### config.mk
export PLATFORM = sky130hd
export DESIGN_NAME = led_chain_loader
export DESIGN_NICKNAME = d
export VERILOG_FILES = /design/src/rtl/ldr_pkg.sv /design/src/rtl/ldr_floor.sv /design/src/rtl/ldr_timer.sv /design/src/rtl/ldr_shifter.sv /design/src/rtl/led_chain_loader.sv
export SDC_FILE = /design/constraint.sdc
export NUM_CORES = 1
export LEC_CHECK = 0
export CORE_MARGIN = 2
export CORE_UTILIZATION = 40
export CTS_CLUSTER_DIAMETER = 50
export DETAILED_ROUTE_END_ITERATION = 16
export PLACE_DENSITY = 0.58
export SYNTH_ARGS = -nofsm -noshare
export SYNTH_HDL_FRONTEND = slang
export SYNTH_HIERARCHICAL = 1
export SYNTH_SLANG_ARGS = --single-unit
### constraint.sdc
create_clock -name clk -period 3.5 [get_ports clk]
set_input_delay 0.875 -clock clk [delete_from_list [all_inputs] [get_ports clk]]
set_output_delay 0.875 -clock clk [all_outputs]
set_load 0.01 [all_outputs]
### src/rtl/ldr_pkg.sv
package ldr_pkg;

   typedef enum logic [2:0] {
      ST_IDLE     = 3'd0,
      ST_SHIFT_LO = 3'd1,
      ST_SHIFT_HI = 3'd2,
      ST_LE_SETUP = 3'd3,
      ST_LE_PULSE = 3'd4,
      ST_LE_HOLD  = 3'd5,
      ST_DONE     = 3'd6
   } ldr_state_t;

   // Ceiling of a/b for elaboration-time arithmetic.
   function automatic int unsigned cdiv(input int unsigned a, input int unsigned b);
      return (a + b - 1) / b;
   endfunction

   // Nanoseconds to system-clock cycles, rounded up, never below 1.
   function automatic int unsigned ns2cyc(input int unsigned ns, input int unsigned mhz);
      int unsigned c;
      c = cdiv(ns * mhz, 1000);
      return (c < 1) ? 1 : c;
   endfunction

   function automatic int unsigned umax(input int unsigned a, input int unsigned b);
      return (a > b) ? a : b;
   endfunction

endpackage

### src/rtl/ldr_floor.sv
// Raises one programmable cycle count to its floor; offers the live value
// and a copy captured when a frame is accepted.
module ldr_floor #(
   parameter int unsigned CW    = 8,
   parameter int unsigned FLOOR = 1
) (
   input  logic          clk,
   input  logic          rst_n,
   input  logic          capture,
   input  logic [CW-1:0] raw,
   output logic [CW-1:0] now,
   output logic [CW-1:0] held
);
   localparam logic [CW-1:0] FLOOR_V = CW'(FLOOR);

   if (FLOOR < 1 || FLOOR >= (1 << CW)) begin : g_bad_floor
      $error("ldr_floor: FLOOR %0d does not fit CW %0d", FLOOR, CW);
   end

   assign now = (raw < FLOOR_V) ? FLOOR_V : raw;

   always_ff @(posedge clk or negedge rst_n) begin
      if (!rst_n)       held <= FLOOR_V;
      else if (capture) held <= now;
   end

   assert_floor_kept_R10: assert property (@(posedge clk) disable iff (!rst_n)
      held >= FLOOR_V);

endmodule

### src/rtl/ldr_timer.sv
// Phase timer: a state loaded with value V lasts exactly V cycles.
module ldr_timer #(
   parameter int unsigned CW = 8
) (
   input  logic          clk,
   input  logic          rst_n,
   input  logic          start,
   input  logic [CW-1:0] start_val,
   output logic          expired
);
   logic [CW-1:0] cnt_q;

   always_ff @(posedge clk or negedge rst_n) begin
      if (!rst_n)              cnt_q <= '0;
      else if (start)          cnt_q <= start_val - 1'b1;
      else if (cnt_q != '0)    cnt_q <= cnt_q - 1'b1;
   end

   assign expired = (cnt_q == '0);

   assert_start_nonzero_R10: assert property (@(posedge clk) disable iff (!rst_n)
      start |-> (start_val != '0));

endmodule

### src/rtl/ldr_shifter.sv
// Holds the accepted frame and presents the current serial bit, highest
// index first. STYLE 0 selects by index, STYLE 1 shifts the frame word.
module ldr_shifter #(
   parameter int unsigned TOTAL = 32,
   parameter int unsigned STYLE = 1
) (
   input  logic             clk,
   input  logic             rst_n,
   input  logic             load,
   input  logic [TOTAL-1:0] frame,
   input  logic             shift,
   output logic             bit_out,
   output logic             last
);
   localparam int unsigned IW = (TOTAL > 1) ? $clog2(TOTAL) : 1;
   localparam logic [IW-1:0] TOP_IDX = IW'(TOTAL - 1);

   logic [IW-1:0]    idx_q;
   logic [TOTAL-1:0] word_q;

   always_ff @(posedge clk or negedge rst_n) begin
      if (!rst_n)     idx_q <= '0;
      else if (load)  idx_q <= TOP_IDX;
      else if (shift) idx_q <= idx_q - 1'b1;
   end

   assign last = (idx_q == '0);

   if (STYLE == 0) begin : g_indexed
      always_ff @(posedge clk or negedge rst_n) begin
         if (!rst_n)    word_q <= '0;
         else if (load) word_q <= frame;
      end
      assign bit_out = word_q[idx_q];
   end else begin : g_shifting
      always_ff @(posedge clk or negedge rst_n) begin
         if (!rst_n)     word_q <= '0;
         else if (load)  word_q <= frame;
         else if (shift) word_q <= {word_q[TOTAL-2:0], 1'b0};
      end
      assign bit_out = word_q[TOTAL-1];
   end

   assert_no_underflow_R3: assert property (@(posedge clk) disable iff (!rst_n)
      shift |-> !last);

endmodule

### src/rtl/led_chain_loader.sv
module led_chain_loader
   import ldr_pkg::*;
#(
   parameter int unsigned NUM_DEV     = 2,
   parameter int unsigned CH_PER_DEV  = 16,
   parameter int unsigned CNT_W       = 8,
   parameter int unsigned SYS_CLK_MHZ = 125,
   parameter int unsigned SHIFT_STYLE = 1
) (
   input  logic                          clk,
   input  logic                          rst_n,
   input  logic                          frame_valid,
   output logic                          frame_ready,
   input  logic [NUM_DEV*CH_PER_DEV-1:0] frame_data,
   input  logic                          latch_bypass,
   input  logic [CNT_W-1:0]              cfg_half_cyc,
   input  logic [CNT_W-1:0]              cfg_setup_cyc,
   input  logic [CNT_W-1:0]              cfg_lew_cyc,
   input  logic [CNT_W-1:0]              cfg_gap_cyc,
   output logic                          drv_clk,
   output logic                          drv_sdi,
   output logic                          drv_le,
   output logic                          drv_blank,
   output logic                          load_done
);
   localparam int unsigned TOTAL     = NUM_DEV * CH_PER_DEV;
   localparam int unsigned FMAX_MHZ  = (NUM_DEV > 1) ? 25 : 30;
   localparam int unsigned PER_CYC   = cdiv(SYS_CLK_MHZ, FMAX_MHZ);
   localparam int unsigned MIN_HALF  = umax(cdiv(PER_CYC, 2), ns2cyc(16, SYS_CLK_MHZ));
   localparam int unsigned MIN_SETUP = ns2cyc(10, SYS_CLK_MHZ);
   localparam int unsigned MIN_HOLD  = ns2cyc(10, SYS_CLK_MHZ);
   localparam int unsigned MIN_LEW   = ns2cyc(20, SYS_CLK_MHZ);
   localparam int unsigned MIN_GAP   = ns2cyc(10, SYS_CLK_MHZ);
   localparam int unsigned MIN_OE    = ns2cyc(60, SYS_CLK_MHZ);
   localparam int unsigned NCFG      = 4;
   localparam int unsigned FLOORS [NCFG] = '{MIN_HALF, MIN_SETUP, MIN_LEW, MIN_GAP};

   // elaboration checks
   if (NUM_DEV < 1)                    begin : g_bad_ndev  $error("NUM_DEV must be at least 1"); end
   if (CH_PER_DEV < 2)                 begin : g_bad_ch    $error("CH_PER_DEV must be at least 2"); end
   if (SHIFT_STYLE > 1)                begin : g_bad_style $error("SHIFT_STYLE must be 0 or 1"); end
   if (MIN_HOLD > MIN_HALF)            begin : g_bad_hold  $error("hold floor exceeds high phase"); end
   if (TOTAL * 2 * MIN_HALF < MIN_OE)  begin : g_bad_oe    $error("blanking pulse below minimum"); end

   ldr_state_t state, state_n;

   logic             accept;
   logic             mode_q, byp_n;
   logic             tmr_start, tmr_exp;
   logic [CNT_W-1:0] tmr_val;
   logic             sh_bit, sh_last, sh_shift;
   logic [CNT_W-1:0] raw_arr  [NCFG];
   logic [CNT_W-1:0] now_arr  [NCFG];
   logic [CNT_W-1:0] held_arr [NCFG];
   logic [CNT_W-1:0] lo_now, lo_held;
   logic             clk_q, le_q, blank_q, done_q;

   assign raw_arr[0] = cfg_half_cyc;
   assign raw_arr[1] = cfg_setup_cyc;
   assign raw_arr[2] = cfg_lew_cyc;
   assign raw_arr[3] = cfg_gap_cyc;

   for (genvar g = 0; g < NCFG; g++) begin : g_cfg
      ldr_floor #(.CW(CNT_W), .FLOOR(FLOORS[g])) u_floor (
         .clk     (clk),
         .rst_n   (rst_n),
         .capture (accept),
         .raw     (raw_arr[g]),
         .now     (now_arr[g]),
         .held    (held_arr[g])
      );
   end

   // low phase covers both the half-period and the data setup
   assign lo_now  = (now_arr[0]  > now_arr[1])  ? now_arr[0]  : now_arr[1];
   assign lo_held = (held_arr[0] > held_arr[1]) ? held_arr[0] : held_arr[1];

   assign frame_ready = (state == ST_IDLE);
   assign accept      = frame_ready && frame_valid;
   assign byp_n       = accept ? latch_bypass : mode_q;

   always_comb begin
      state_n = state;
      unique case (state)
         ST_IDLE:     if (frame_valid) state_n = ST_SHIFT_LO;
         ST_SHIFT_LO: if (tmr_exp)     state_n = ST_SHIFT_HI;
         ST_SHIFT_HI: if (tmr_exp)     state_n = sh_last ? ST_LE_SETUP : ST_SHIFT_LO;
         ST_LE_SETUP: if (tmr_exp)     state_n = ST_LE_PULSE;
         ST_LE_PULSE: if (tmr_exp)     state_n = ST_LE_HOLD;
         ST_LE_HOLD:  if (tmr_exp)     state_n = ST_DONE;
         default:                      state_n = ST_IDLE;
      endcase
   end

   always_comb begin
      unique case (state_n)
         ST_SHIFT_LO: tmr_val = (state == ST_IDLE) ? lo_now : lo_held;
         ST_SHIFT_HI: tmr_val = held_arr[0];
         ST_LE_SETUP,
         ST_LE_HOLD:  tmr_val = held_arr[3];
         ST_LE_PULSE: tmr_val = held_arr[2];
         default:     tmr_val = CNT_W'(1);
      endcase
   end

   assign tmr_start = (state_n != state);
   assign sh_shift  = (state == ST_SHIFT_HI) && tmr_exp && !sh_last;

   ldr_timer #(.CW(CNT_W)) u_timer (
      .clk       (clk),
      .rst_n     (rst_n),
      .start     (tmr_start),
      .start_val (tmr_val),
      .expired   (tmr_exp)
   );

   ldr_shifter #(.TOTAL(TOTAL), .STYLE(SHIFT_STYLE)) u_shift (
      .clk     (clk),
      .rst_n   (rst_n),
      .load    (accept),
      .frame   (frame_data),
      .shift   (sh_shift),
      .bit_out (sh_bit),
      .last    (sh_last)
   );

   always_ff @(posedge clk or negedge rst_n) begin
      if (!rst_n) begin
         state   <= ST_IDLE;
         mode_q  <= 1'b0;
         clk_q   <= 1'b0;
         le_q    <= 1'b0;
         blank_q <= 1'b0;
         done_q  <= 1'b0;
      end else begin
         state   <= state_n;
         mode_q  <= byp_n;
         clk_q   <= (state_n == ST_SHIFT_HI);
         le_q    <= (state_n == ST_LE_PULSE) ||
                    (byp_n && (state_n inside {ST_SHIFT_LO, ST_SHIFT_HI, ST_LE_SETUP}));
         blank_q <= byp_n && (state_n != ST_IDLE);
         done_q  <= (state_n == ST_DONE);
      end
   end

   assign drv_clk   = clk_q;
   assign drv_le    = le_q;
   assign drv_blank = blank_q;
   assign load_done = done_q;
   assign drv_sdi   = (state inside {ST_SHIFT_LO, ST_SHIFT_HI}) ? sh_bit : 1'b0;

   assert_ready_quiet_R1: assert property (@(posedge clk) disable iff (!rst_n)
      frame_ready |-> (!drv_clk && !drv_le && !load_done && !drv_blank));

   assert_sdi_hold_R5: assert property (@(posedge clk) disable iff (!rst_n)
      (drv_clk && $past(drv_clk)) |-> $stable(drv_sdi));

   assert_sdi_setup_R5: assert property (@(posedge clk) disable iff (!rst_n)
      $rose(drv_clk) |-> $stable(drv_sdi));

   assert_le_clk_excl_R6: assert property (@(posedge clk) disable iff (!rst_n)
      (drv_le && !mode_q) |-> !drv_clk);

   assert_blank_shift_R8: assert property (@(posedge clk) disable iff (!rst_n)
      (drv_clk && mode_q) |-> drv_blank);

   assert_done_pulse_R7: assert property (@(posedge clk) disable iff (!rst_n)
      load_done |=> (!load_done && frame_ready));

endmodule

**After elaboration in Yosys (flattened, before gate mapping)**

Cells that the tools add are included.
Widths: inputs -> output; s select.

- Bits in read-only memories: 0
- Output and inout port bits: 6
- Register bits after elaboration: 85
- RAM bits: 0
- Memories: 0
- Latch bits: 0

- Multiply operators: 0
- Reduce and logical (&&, ||, !) cells: 17
- Divide/modulo/power cells: 0
- Muxes and demuxes: 24
- Shift operators: 0
- Add/subtract/negate cells: 3
- Bitwise gates (word level): 0
- Equal/unequal tests: 12
- Order comparisons: 6

Operators by type and width:

| operator | number |
|---|---|
| $mux 8 | 9 |
| $mux 32 | 2 |
| $lt 8x2->1 const B | 4 |
| $pmux 8 s4 | 1 |
| $mux 3 | 6 |
| $pmux 3 s6 | 1 |
| $gt 8x8->1 | 2 |
| $sub 8x1->8 const B | 2 |
| $eq 3x3->1 const B | 5 |
| $eq 3x2->1 const B | 4 |
| $mux 5 | 2 |
| $logic_not 8->1 | 1 |
| $reduce_bool 8->1 | 1 |
| $eq 3x1->1 const B | 2 |
| $reduce_bool 2->1 | 3 |
| $reduce_bool 3->1 | 2 |
| $logic_and 1x1->1 | 5 |
| $logic_not 5->1 | 1 |
| $sub 5x1->5 const B | 1 |
| $logic_not 3->1 | 1 |
| $ne 3x3->1 | 1 |
| $mux 1 | 2 |
| $mux 2 | 1 |
| $reduce_or 2->1 | 1 |
| 2 further kinds | 2 |

**Logic depth before layout (Yosys ltp)**

Gate-level depths: netlist of run 1.

- Word-level depth: 9
- Depth in mapped cells: 15
- Mapped depth without buffers: 15

**Hierarchy**

The synthesis of run 1 kept the hierarchy.

Modules (own cells, without submodules):

| module | cells each | sequential area each (um^2) | area an instance (um^2) | times used |
|---|---|---|---|---|
| ldr_shifter | 165 | 925.9 | 1750.4 | 1 |
| led_chain_loader | 160 | 200.2 | 1307.5 | 1 |
| ldr_floor at g_cfg[1].u_floor ... | 31 | 201.4 | 391.6 | 2 |
| ldr_floor at g_cfg[0].u_floor ... | 30 | 202.7 | 377.9 | 2 |
| ldr_timer | 60 | 200.2 | 601.8 | 1 |

**Least setup slack after synthesis of run 1**

Ideal clock, no wire load.

- Kind: input to register
- From: input port cfg_half_cyc[5]
- To: register u_timer.cnt_q[4]
- Stages on the path: 14
- Path slack: -345 ps
- Data required time: 3379 ps
- Buffers on the path: 0
- Arrival: 3724 ps
- Path through: or4_4 o21bai_1 ha_1 nor2b_1 o211ai_1 a21oi_1 o22ai_4 mux2_2 o211ai_1 mux2i_1 ha_1 o21ai_0 xnor2_1 a22o_1

RTL lines:

| what | RTL line | text |
|---|---|---|
| start: declaration | led_chain_loader.sv:16 | `input logic [CNT_W-1:0] cfg_half_cyc,` |
| end signal: assignment | ldr_timer.sv:15 | `else if (start) cnt_q <= start_val - 1'b1;` |
| end signal: assignment | ldr_timer.sv:16 | `else if (cnt_q != '0) cnt_q <= cnt_q - 1'b1;` |
| end: declaration | ldr_timer.sv:11 | `logic [CW-1:0] cnt_q;` |

==> out/results.ini, run 1 <==
[cts]
clkTransAtPathRegs_ns = 0.06
root_buffer = clkbuf_16
clock_path_buffers = 2
cts_tree = yes
clock_latency_ns = 0.34
cts.sinks = 85
cts_buffers = 9
htree_levels = 3

[sta]
final.period_utilization_pct = 105
fin_crit_ns = 3.67
finalSetupViolCount = 5
finalClockSkew_ns = 0.00780
maxSlewViolCount = 0
timing.final.ws_setup_ns = -0.171
hold_violations = 0
relSlewSlack_pct = 50.2
clock.fmax_ghz = 0.272
worst_slew_pin_slew_ns = 0.747
rsz0062_at_grt = true

[placed_design]
io_buffers = 73
dp.cells = 733
dp_hpwl_um = 8570
place_congestion = 0.837

[critical_path]
regToRegSetupSlack_ns = 0.27
reg2reg_depth = 11
worstSetupPathType = primary input to flip-flop
cp-start-kind = primary input
critPathCaptureType = flip-flop
r2r_end = u_timer/cnt_q[4]
cp_max_fo = 5
cp-endpoint = u_timer/cnt_q[4]
cp.required_ns = 3.73
r2r_start = u_timer/cnt_q[2]
startpoint = cfg_half_cyc[3]
worstPathArrival_ns = 3.90

[floorplanning]
rows = 41
start_util_pct = 40.6
die_area_mm2 = 0.0137
pin_count = 74
die_h_um = 117
core_mm2 = 0.0126
die_x_um = 117

[layout]
regArea_mm2 = 0.00213
fillers = 1139
stdcell_count = 757
fin_nets = 666
multi_input_area_mm2 = 0.00277
antennaDiodeCount = 0
area_delta_synth_final_pct = 29.4
utilization_pct = 52.6
final_layout_size_suffix_gt1_share_pct = 25.0

[power_and_ir_drop]
power.density_mw_per_mm2 = 850
ir_drop_mv = 0.330
power_leakage_nw = 2.72

[route]
post_drt_wl_per_cell_um = 15.5
dr.pass1.iters = 5
routed_wl_um = 11800
drtAntennaViolNets = 0
via_per_inst = 5.13
via_count = 3884
drtIter0Drc = 203
drc = 0

[status]
status = finished with violations
violations = negative setup slack

[global_route]
grt_usage_pct = 18.4
grt_max_degree = 103
overflow = 0
antenna_found_initial = 0
grt_pass1_wl_um = 19300
first_global_vias = 3975

[synth]
synth.cell_area_mm2 = 0.00511
yosys_warnings = 6
syn_inst = 489
syn-num-nets = 575
syn_avg_cell_area_um2 = 10.4

[min_path]
holdCritPathClass = flip-flop to flip-flop
worst_hold_startpoint = mode_q

[run]
cap_viol_max_count = 0

per-stage QoR:
stage          area [µm²]  setup WS [ns]  hold WS, ns  setup TNS (ns)  power (mW)
2_1_floorplan        5120         -0.271        0.478           -1.29        3.68
3_3_place_gp         6150         -0.806        0.492           -5.36        4.41
3_5_place_dp         6150         -0.916        0.501           -6.15        4.47
4_1_cts              6560         -0.106        0.516          -0.375        5.53
5_1_grt              6610         -0.307        0.534           -1.38        6.05
6_report             6610         -0.171        0.515          -0.649        5.62
routing by layer:
metal / vias to the layer above / GRT usage [%] / wire length (µm)
met1: 1857 / 23.2 / 5340
met5: - / 0 / 0
li1: 1931 / - / -
met4: 0 / 6.04 / 230
met2: 80 / 30.2 / 5580
met3: 16 / 5.66 / 623
how the worst min path moves through the flow:
stage / slack (ns) / depth (start not counted) / end
floorplan: 0.48 / 2 / mode_q
global placement: 0.49 / 1 / g_cfg[2].u_floor/held[3]
detailed placement: 0.50 / 1 / g_cfg[2].u_floor/held[3]
CTS: 0.52 / 1 / g_cfg[2].u_floor/held[7]
global route: 0.53 / 1 / g_cfg[2].u_floor/held[3]
finish: 0.51 / 2 / mode_q
flip-flops by register name, summed over array words and instances (netlist names):
signal	flops
g_cfg.u_floor/held	32
u_shift/word_q	32
u_timer/cnt_q	8
u_shift/idx_q	5
state	3
drv_blank	1
drv_clk	1
drv_le	1
load_done	1
mode_q	1
where the power goes:
part	switching [mW]	internal, mW
Sequential	0.362	1.48
Clock	0.389	0.504
Combinational	1.36	1.52
cell usage in the layout, fill, tap and decap left out, drive strengths merged, types with 5 or more instances in the layout:
cell and count:
dfrtp 79, clkdlybuf4s50 64, mux2i 58, buf 52
nand2 46, o21ai 43, mux2 28, inv 26
nor2 25, ha 18, a21oi 15, clkbuf 12
a222oi 7, o221ai 7, nor3 7, nand2b 6
dfstp 6, xnor2 6, nand4 5
repair_timing:
action	in CTS	in global routing
cloned	0	0
hold buffers	0	0
resized for setup	37	7
pin swaps	16	3
endpoints found under the setup margin	8	6
setup buffers	7	1
hold endpoints to repair	0	0
area by class of cell:
class	instances	share of cell area (%)
multi-input combinational	338	41.9
sequential	85	32.3
timing repair buffer	120	16.8
clock buffer	12	3.73
tap	172	3.26
inverter	26	1.50
clock inverter	4	0.492
worst max-delay path, cell delays in order:
cell and delay [ns]:
buf_6 0.09, or4_4 0.58, o21bai_4 0.21, ha_4 0.23, nor2b_4 0.12, o211ai_1 0.21, a21oi_2 0.10, o22ai_4 0.18
buf_4 0.16, mux2i_2 0.21, o221ai_2 0.16, nor3b_2 0.27, o21ai_2 0.12, xnor2_1 0.14, a22o_1 0.23
(Power assumes the default switching activity.)
==> run 2: changes to the inputs <==
- clock period: 3.5 -> 3.6 ns (I/O delays scaled with it)
==> out/results.ini, run 2 (synthesis gave the netlist of run 1 again) <==
[critical_path]
worstPathArrival_ns = 3.92
cp-start-kind = primary input
max_stage_delay_ns = 0.57
crit_chain = buf_6, or4_4, o21bai_4, ha_4, nor2b_1, o211ai_1, a21oi_2, o22ai_4, buf_6, mux2i_2, o221ai_2, nor3b_2, buf_4, o221a_2, a21o_1, nand2_1
crit_slowest_cell = or4_4
worstSetupPathType = primary input to flip-flop
timing.critical_path.mode_cell = buf_6
cp_max_fo = 3
reg2reg_depth = 11
critPathCaptureType = flip-flop
cp.required_ns = 3.83

[power_and_ir_drop]
power.density_mw_per_mm2 = 820
sequentialPowerShare_pct = 33.8
combinationalPowerShare_pct = 49.4
p_sw_share_pct = 37.6
clkPwrFrac_pct = 16.8
power_leakage_nw = 2.70
internal-power_mw = 3.33
ir_drop_mv = 0.351
switchingPower_mw = 2.00
total_power_mw = 5.34

[sta]
hold_violations = 0
final.period_utilization_pct = 103
worst_slew_pin_slew_ns = 0.981
fin_tns_setup_ns = -0.196
maxSlewViolCount = 0
finalClockSkew_ns = 0.00666
clock.fmax_ghz = 0.271
rsz0062_at_grt = true
fin_crit_ns = 3.69
finalSetupViolCount = 3
relSlewSlack_pct = 34.6
timing.final.ws_setup_ns = -0.0913
hold-worst-slack_ns = 0.508

[cts]
htree_levels = 3
cts_tree = yes
clkTransAtPathRegs_ns = 0.06
root_buffer = clkbuf_16
cts.sinks = 85
clock_latency_ns = 0.34
cts_hold_buf = 0
clock_path_buffers = 2
cts_buffers = 9

[layout]
utilization_pct = 51.8
final_common_cell = dfrtp_1
antennaDiodeCount = 0
top_regs = g_cfg.u_floor/held (32), u_shift/word_q (32), u_timer/cnt_q (8)
fin_nets = 661
area_delta_synth_final_pct = 27.4
layout_common_cells = 79 x dfrtp_1, 61 x clkdlybuf4s50_1, 55 x mux2i_1
stdcell_count = 750
final_layout_size_suffix_gt1_share_pct = 23.9
finalInstanceArea_mm2 = 0.00651

[placed_design]
dp_hpwl_um = 8610
place_area_mm2 = 0.00612
dpl_worst_slack_ns = -0.834
io_buffers = 73
dp.cells = 732
place_congestion = 0.840

[route]
via_count = 3871
drtIter0Drc = 193
via_per_inst = 5.16
post_drt_wl_per_cell_um = 15.7
routed_wl_um = 11800
drc = 0
dr.pass1.iters = 5
drtAntennaViolNets = 0

[floorplanning]
die_h_um = 117
die_x_um = 117
start_util_pct = 40.6
die_area_mm2 = 0.0137
pin_count = 74
core_mm2 = 0.0126
rows = 41

[status]
status = finished with violations
violations = negative setup slack

[min_path]
holdCritPathClass = flip-flop to flip-flop
hold_depth = 1

[global_route]
overflow = 0
antenna_found_initial = 0
grt_usage_pct = 18.2
first_global_vias = 3877
grt_pass1_wl_um = 19100
grt_max_degree = 99

[run]
cap_viol_max_count = 0

run 2: cell types whose count changed in the layout (fill, tap and decap cells not counted), sizes merged:
cell / delta
clkdlybuf4s50: -3
clkinvlp: -1
buf: -5
clkdlybuf4s15: +1
inv: -1
bufinv: +1
clkbuf: -1
dlygate4sd2: -2
dlymetal6s2s: +3
clkinv: +1
run 2: area by class of cell:
cell class,instances,area (µm²)
clock buffers,10,229
clock inverters,4,51.3
fillers,1178,6060
inverters,26,98.8
multi-input cells,338,2730
flip-flops and latches,85,2130
well taps,172,215
repair buffers,115,1050
run 2: path summary, 6_finish.rpt:
| path | endpoint | from | slack, ns |
|---|---|---|---|
| setup / recovery | u_timer/cnt_q[6] | cfg_half_cyc[3] | -0.09 |
| hold / removal | g_cfg[2].u_floor/held[2] | g_cfg[2].u_floor/held[2] | 0.51 |
| setup reg to reg | u_timer/cnt_q[4] | u_timer/cnt_q[2] | 0.28 |
| hold reg to reg | g_cfg[2].u_floor/held[2] | g_cfg[2].u_floor/held[2] | 0.51 |
| max in group asynchronous | g_cfg[2].u_floor/held[1] | rst_n | 2.26 |
| min in group asynchronous | u_timer/cnt_q[1] | rst_n | 0.55 |
run 2: layer usage:
metal	vias to the layer above	track usage [%]	part of all wire, %
met5	-	0	0
met4	0	4.78	1.6
met3	12	5.61	4.7
met2	78	30.4	49
met1	1850	23.0	45
li1	1931	-	-
run 2: worst max-delay path: cells and delay by family:
| kind | cells | cell delay, ns |
|---|---|---|
| multiplexers | 1 | 0.21 |
| adder cells (fa/ha/maj) | 1 | 0.22 |
| AO/OA/AOI/OAI | 7 | 1.08 |
| buffers and inverters | 3 | 0.41 |
| AND/OR/NAND/NOR | 4 | 1.09 |
run 2: power by group through the flow:
stage	sequential [mW]	combinational, mW	clock [mW]
2_1_floorplan	1.68	1.90	0
3_3_place_gp	1.80	2.45	0
3_5_place_dp	1.81	2.50	0
4_1_cts	1.80	2.53	0.924
5_1_grt	1.87	2.91	0.962
6_report	1.80	2.64	0.897
run 2: repair_timing:
item / CTS / global route
pin swaps: 11 / 14
buffers inserted: 1 / 3
endpoints found under the hold margin: 0 / 0
gates resized for setup: 28 / 18
endpoints found under the setup margin: 7 / 6
gates cloned: 0 / 0
==> run 3: changes to the inputs <==
- ABC_CLOCK_PERIOD_IN_PS: default -> 3600
==> results of run 3 <==
Same layout as run 2: the final DEF is identical, and so are final timing and power.
